$ cat src/rtl/sec_timer_pkg.sv
`timescale 1ns/1ps
package sec_timer_pkg;
    localparam int CNT_W     = 32;
    localparam int NUM_MATCH = 2;
    localparam int STAT_W    = NUM_MATCH + 1;
    localparam int CTL_W     = 8;

    // byte offsets of the register window
    localparam int OFS_UP     = 'h00;
    localparam int OFS_DN     = 'h04;
    localparam int OFS_MAT0   = 'h08;
    localparam int OFS_CTL    = 'h10;
    localparam int OFS_STAT   = 'h14;
    localparam int OFS_KEY    = 'h18;

    // control field positions
    localparam int CB_IRQEN0  = 0;
    localparam int CB_ONEN0   = 2;
    localparam int CB_SRST    = 4;
    localparam int CB_HALT    = 6;
    localparam int CB_FORCE   = 7;
    localparam logic [CTL_W-1:0] CTL_KEEP = 8'hDF;

    localparam int SB_ONSW    = NUM_MATCH;

    typedef struct packed {
        logic [CTL_W-1:0]                   ctl;
        logic [STAT_W-1:0]                  stat;
        logic [CNT_W-1:0]                   key;
        logic [NUM_MATCH-1:0][CNT_W-1:0]    mat;
        logic                               onsw_prev;
    } regs_t;
endpackage

$ cat src/rtl/stc_count_pair.sv
`timescale 1ns/1ps
module stc_count_pair #(
    parameter int W = 32
) (
    input  logic         clk,
    input  logic         rst_n,
    input  logic         hold,
    input  logic         step,
    input  logic         ld_up,
    input  logic         ld_dn,
    input  logic [W-1:0] ld_val,
    output logic [W-1:0] up_q,
    output logic [W-1:0] dn_q,
    output logic [W-1:0] up_nx,
    output logic         moved
);
    typedef struct packed {
        logic [W-1:0] up;
        logic [W-1:0] dn;
    } pair_t;

    pair_t cur_q, cur_d;

    always_comb begin
        cur_d = cur_q;
        if (hold) begin
            cur_d.up = '0;
            cur_d.dn = '1;
        end else begin
            if (step) begin
                cur_d.up = cur_q.up + W'(1);
                cur_d.dn = cur_q.dn - W'(1);
            end
            if (ld_up) cur_d.up = ld_val;
            if (ld_dn) cur_d.dn = ld_val;
        end
    end

    always_ff @(posedge clk or negedge rst_n) begin
        if (!rst_n) begin
            cur_q.up <= '0;
            cur_q.dn <= '1;
        end else begin
            cur_q <= cur_d;
        end
    end

    assign up_q  = cur_q.up;
    assign dn_q  = cur_q.dn;
    assign up_nx = cur_d.up;
    assign moved = (cur_d.up != cur_q.up);
endmodule

$ cat src/rtl/stc_match_cmp.sv
`timescale 1ns/1ps
module stc_match_cmp #(
    parameter int W = 32
) (
    input  logic [W-1:0] cnt_nx,
    input  logic [W-1:0] mat_nx,
    input  logic         cnt_moved,
    input  logic         mat_written,
    output logic         hit
);
    // compare only when one side of the comparison changes
    always_comb begin
        hit = (cnt_moved || mat_written) && (cnt_nx == mat_nx);
    end
endmodule

$ cat src/rtl/sec_match_timer.sv
`timescale 1ns/1ps
module sec_match_timer
    import sec_timer_pkg::*;
#(
    parameter int ADDR_W = 8
) (
    input  logic              clk,
    input  logic              rst_n,
    input  logic              sec_tick,
    input  logic              reg_we,
    input  logic [ADDR_W-1:0] reg_addr,
    input  logic [CNT_W-1:0]  reg_wdata,
    output logic [CNT_W-1:0]  reg_rdata,
    output logic              irq,
    output logic              onsw
);
    regs_t r_q, r_d;

    logic [CTL_W-1:0]  ctl_q;
    logic [STAT_W-1:0] stat_q;
    logic [CNT_W-1:0]  up_q, dn_q, up_nx;
    logic              moved;
    logic [NUM_MATCH-1:0]            mat_wr, hit;
    logic [NUM_MATCH-1:0][CNT_W-1:0] mat_nx;
    logic              wr_up, wr_dn, wr_ctl, wr_stat, wr_key;
    logic              onsw_now;

    assign ctl_q  = r_q.ctl;
    assign stat_q = r_q.stat;

    assign wr_up   = reg_we && (reg_addr == ADDR_W'(OFS_UP))   && ctl_q[CB_HALT];
    assign wr_dn   = reg_we && (reg_addr == ADDR_W'(OFS_DN))   && ctl_q[CB_HALT];
    assign wr_ctl  = reg_we && (reg_addr == ADDR_W'(OFS_CTL));
    assign wr_stat = reg_we && (reg_addr == ADDR_W'(OFS_STAT));
    assign wr_key  = reg_we && (reg_addr == ADDR_W'(OFS_KEY));

    stc_count_pair #(.W(CNT_W)) u_cnt (
        .clk    (clk),
        .rst_n  (rst_n),
        .hold   (ctl_q[CB_SRST]),
        .step   (sec_tick && !ctl_q[CB_HALT] && !ctl_q[CB_SRST]),
        .ld_up  (wr_up),
        .ld_dn  (wr_dn),
        .ld_val (reg_wdata),
        .up_q   (up_q),
        .dn_q   (dn_q),
        .up_nx  (up_nx),
        .moved  (moved)
    );

    for (genvar i = 0; i < NUM_MATCH; i++) begin : g_match
        assign mat_wr[i] = reg_we && (reg_addr == ADDR_W'(OFS_MAT0 + 4 * i));
        assign mat_nx[i] = mat_wr[i] ? reg_wdata : r_q.mat[i];
        stc_match_cmp #(.W(CNT_W)) u_cmp (
            .cnt_nx      (up_nx),
            .mat_nx      (mat_nx[i]),
            .cnt_moved   (moved),
            .mat_written (mat_wr[i]),
            .hit         (hit[i])
        );
    end

    assign onsw_now = ctl_q[CB_FORCE]
                    | (|(stat_q[NUM_MATCH-1:0] & ctl_q[CB_ONEN0 +: NUM_MATCH]));
    assign irq      = |(stat_q[NUM_MATCH-1:0] & ctl_q[CB_IRQEN0 +: NUM_MATCH]);
    assign onsw     = onsw_now;

    always_comb begin
        logic [STAT_W-1:0] clr;
        logic [STAT_W-1:0] set;
        r_d = r_q;
        clr = wr_stat ? reg_wdata[STAT_W-1:0] : '0;
        set = {onsw_now && !r_q.onsw_prev, hit};
        // a new event wins over a same-cycle clear
        r_d.stat      = (r_q.stat & ~clr) | set;
        r_d.onsw_prev = onsw_now;
        r_d.mat       = mat_nx;
        if (wr_ctl) r_d.ctl = reg_wdata[CTL_W-1:0] & CTL_KEEP;
        if (wr_key) r_d.key = reg_wdata;
    end

    always_ff @(posedge clk or negedge rst_n) begin
        if (!rst_n) r_q <= '0;
        else        r_q <= r_d;
    end

    always_comb begin
        reg_rdata = '0;
        if (reg_addr == ADDR_W'(OFS_UP))   reg_rdata = up_q;
        if (reg_addr == ADDR_W'(OFS_DN))   reg_rdata = dn_q;
        if (reg_addr == ADDR_W'(OFS_CTL))  reg_rdata = CNT_W'(ctl_q);
        if (reg_addr == ADDR_W'(OFS_STAT)) reg_rdata = CNT_W'(stat_q);
        if (reg_addr == ADDR_W'(OFS_KEY))  reg_rdata = r_q.key;
        for (int i = 0; i < NUM_MATCH; i++) begin
            if (reg_addr == ADDR_W'(OFS_MAT0 + 4 * i)) reg_rdata = r_q.mat[i];
        end
    end
endmodule

$ cat config.mk
export PLATFORM = sky130hd
export DESIGN_NAME = sec_match_timer
export DESIGN_NICKNAME = d
export VERILOG_FILES = /design/src/rtl/sec_timer_pkg.sv /design/src/rtl/stc_count_pair.sv /design/src/rtl/stc_match_cmp.sv /design/src/rtl/sec_match_timer.sv
export SDC_FILE = /design/constraint.sdc
export NUM_CORES = 1
export LEC_CHECK = 0
export BUFFER_PORTS_ARGS = -buffer_cell sky130_fd_sc_hd__buf_2
export CAP_MARGIN = 20
export CELL_PAD_IN_SITES_DETAIL_PLACEMENT = 1
export CELL_PAD_IN_SITES_GLOBAL_PLACEMENT = 1
export CORE_ASPECT_RATIO = 1.25
export CORE_UTILIZATION = 34
export DETAILED_ROUTE_END_ITERATION = 16
export GPL_TIMING_DRIVEN = 1
export PLACE_DENSITY = 0.59
export RECOVER_POWER = 100
export SYNTH_ARGS = -nofsm -noshare
export SYNTH_HDL_FRONTEND = slang
export SYNTH_SLANG_ARGS = --single-unit
$ cat constraint.sdc
create_clock -name clk -period 4.4 [get_ports clk]
set_input_delay 0.88 -clock clk [delete_from_list [all_inputs] [get_ports clk]]
set_output_delay 0.88 -clock clk [all_outputs]
set_load 0.01 [all_outputs]
==> results_dict.tcl <==
set metrics [dict create \
    fmaxAchievable_ghz 0.249 \
    post-route-period-util_pct 91.3 \
    p_seq_share_pct 43.5 \
    mostFrequentLayoutCells "nand2_1, dfrtp_1, o21ai_0, nor2_1, a22oi_1" \
    p_clk_share_pct 35.1 \
    worst-r2r-setup-slack_ps 560 \
    gp_congestion 0.925 \
    crit_path_end_kind "primary output" \
    track_usage_pct 29.7 \
    die_x_um 160 \
    ys_warn_count 0 \
    area_growth_syn_to_layout_pct 13.8 \
    cts_htree_levels 4 \
    dr_total_vias 10300 \
    syn_inst 1218 \
    worstPathRequired_ps 3520 \
    num_rows 72 \
    clock_path_buffers 2 \
    ys_seq_area_share_pct 40.5 \
    rsz0062_at_grt "no" \
    grt-ovfl-total 0 \
    place_ws_ps 331 \
    slew_viol_final 136 \
    synth_top_area_share_pct 32.6 \
    hold_ws_ps 484 \
    routed_wl_um 46500 \
    syn_area_um2 10700 \
    yosys.cell_types.count 77 \
    synth.area.top_cells "dfrtp_1, dfstp_2, nand2_1" \
    antenna_found_initial 0 \
    utilization_pct 39.3 \
    wl_per_cell_um 27.6 \
    outcome "finished, violations left" \
    num_antenna_cells 0 \
    ys_ff_latch 171 \
    ant_nets 0 \
    pwr-share-comb_pct 21.4 \
    holdBufCountCts 0 \
    power.internal_w 0.00320 \
    final_nets 1313 \
    drc_errors 0 \
    relSlewSlack_pct -105 \
    clk_pin_slew_ps 70 \
    netSwitchingFraction_pct 33.4 \
    power.density_nw_per_um2 396 \
    skew_ps 13.0 \
    coreArea_um2 30900 \
    finalSetupViolations 0 \
    postSynthAreaPerCell_um2 8.76 \
    post_cts_resized 0 \
    drt_iter0_markers 737 \
    fp.dieArea_um2 32100 \
    grt_max_degree 109 \
    hp-class "register to register" \
    p_leak_nw 5.09 \
    dp_hpwl_um 34200 \
    fillers 3611 \
    tightest_slew_ps 3070 \
    grt_pass1_wl_um 70200 \
    power_switching_w 0.00160 \
    synth_flop_cell "dfrtp_1" \
    io_buffers 77 \
    path_max_fanout 21 \
    regArea_um2 4320 \
    grt_pass1_vias 10800 \
    vias_per_cell 6.11 \
    synth_top_cell_by_area "dfrtp_1" \
    root_buffer "clkbuf_16" \
    drive_above_1_share_pct 14.5 \
    synth_edf_count 0 \
    violations "capacitance limit, slew limit" \
    finalHoldViolCount 0 \
    clk_latency_ps 450 \
    die_y_um 200 \
    io_pins 78 \
    startpoint_type "input pin" \
    synth-async-reset-ratio_pct 100 \
    cts_made_buffers 17 \
    multiInputGateArea_um2 5800 \
    cap_violations 2 \
    cts_tree "yes" \
    tns_ps 0 \
    fin_ws_ps 382 \
    layout_commonest_cell "nand2_1" \
    crit_type "input pin to primary output" \
    clock_sinks 171 \
    peakVddDrop_mv 0.183 \
    drt_pass1_iterations 5 \
    postCtsSetupBuffers 0 \
    finalCriticalPeriod_ps 4020 \
    arrival_ps 3140 \
    initial_utilization_pct 34.5 \
    syn_nets 1264 \
]
cell type report:
| class | count | area share (%) |
|---|---|---|
| tap | 407 | 4.19 |
| sequential | 171 | 35.6 |
| timing repair buffer | 121 | 5.89 |
| inverter | 45 | 1.39 |
| clock buffer | 24 | 3.97 |
| multi-input combinational | 911 | 47.8 |
| clock inverter | 8 | 1.18 |
layer usage:
layer / GRT usage, % / routed length [um] / vias up
met5: 0 / 0 / -
met1: 36.4 / 19400 / 5338
met2: 53.2 / 23700 / 288
li1: - / - / 4606
met4: 13.0 / 1780 / 0
met3: 2.64 / 1610 / 78
worst paths after layout:
path                              from       endpoint  depth (start not counted)
max                        reg_addr[1]   reg_rdata[2]                          9
min reg2reg                     r_q[0]      stat_q[2]                          2
min in group asynchronous        rst_n        r_q[83]                          1
max reg2reg                   ctl_q[4]  u_cnt.dn_q[2]                          7
max in group asynchronous        rst_n       ctl_q[4]                          1
min                             r_q[0]      stat_q[2]                          2
power groups by stage:
stage               clock, W  combinational, W  sequential, W
floorplan                  0          0.000682        0.00196
global placement           0           0.00101        0.00211
detailed placement         0           0.00102        0.00211
CTS                  0.00171           0.00103        0.00208
global route         0.00176           0.00112        0.00211
finish               0.00169           0.00103        0.00209
synthesized netlist by cell type (3+ instances only):
cell	number
nand2b_1	6
nand3_1	43
clkbuf_1	63
and4_1	5
buf_1	4
nor4bb_1	3
a211oi_1	11
or4_1	12
a22oi_1	61
dfrtp_1	139
and2_1	8
buf_2	19
xnor2_1	45
o21ai_0	92
dfstp_2	32
or3_1	12
and3_1	9
o22ai_1	11
clkbuf_2	5
a221oi_1	5
nor2_1	69
mux2_2	44
a2111oi_0	3
nor4_1	26
a21o_1	3
a21oi_1	37
xor2_1	34
o21a_1	3
o311ai_0	13
a31oi_1	36
nand4_1	28
inv_1	45
nor3_1	23
o2111ai_1	5
a41oi_1	4
o211ai_1	17
nor2b_1	10
a222oi_1	5
o31ai_1	9
nand3b_1	3
nand2_1	161
logic make-up after synthesis:
logic type | Yosys count | share of synthesized area [%]
compound gates | 341 | 21.5
xor+xnor | 80 | 6.64
fa+ha+maj | 2 | 0.234
buf+inv | 136 | 5.06
flops | 171 | 40.5
mux | 46 | 4.83
simple gates | 442 | 21.2
through the flow:
step / cell area, um^2 / instances / power, W
after global routing: 12100 / 1687 / 0.00499
final: 12100 / 1687 / 0.00480
after global placement: 11700 / 1655 / 0.00311
after floorplan: 10700 / 1218 / 0.00264
after CTS: 12300 / 1687 / 0.00483
after detailed placement: 11700 / 1655 / 0.00313
critical path: stages:
cell      delay, ps
clkbuf_1        150
or4_1           680
nor2_1          390
buf_12          240
a222oi_1        140
a21oi_1         190
a211oi_1         60
o21ai_0         220
clkbuf_1        180
registers in the layout, indices dropped and copies added, names as in the netlist:
name        flops
u_cnt.up_q     32
u_cnt.dn_q     32
ctl_q           7
r_q            97
stat_q          3
Power figures use the tool's default switching activity.
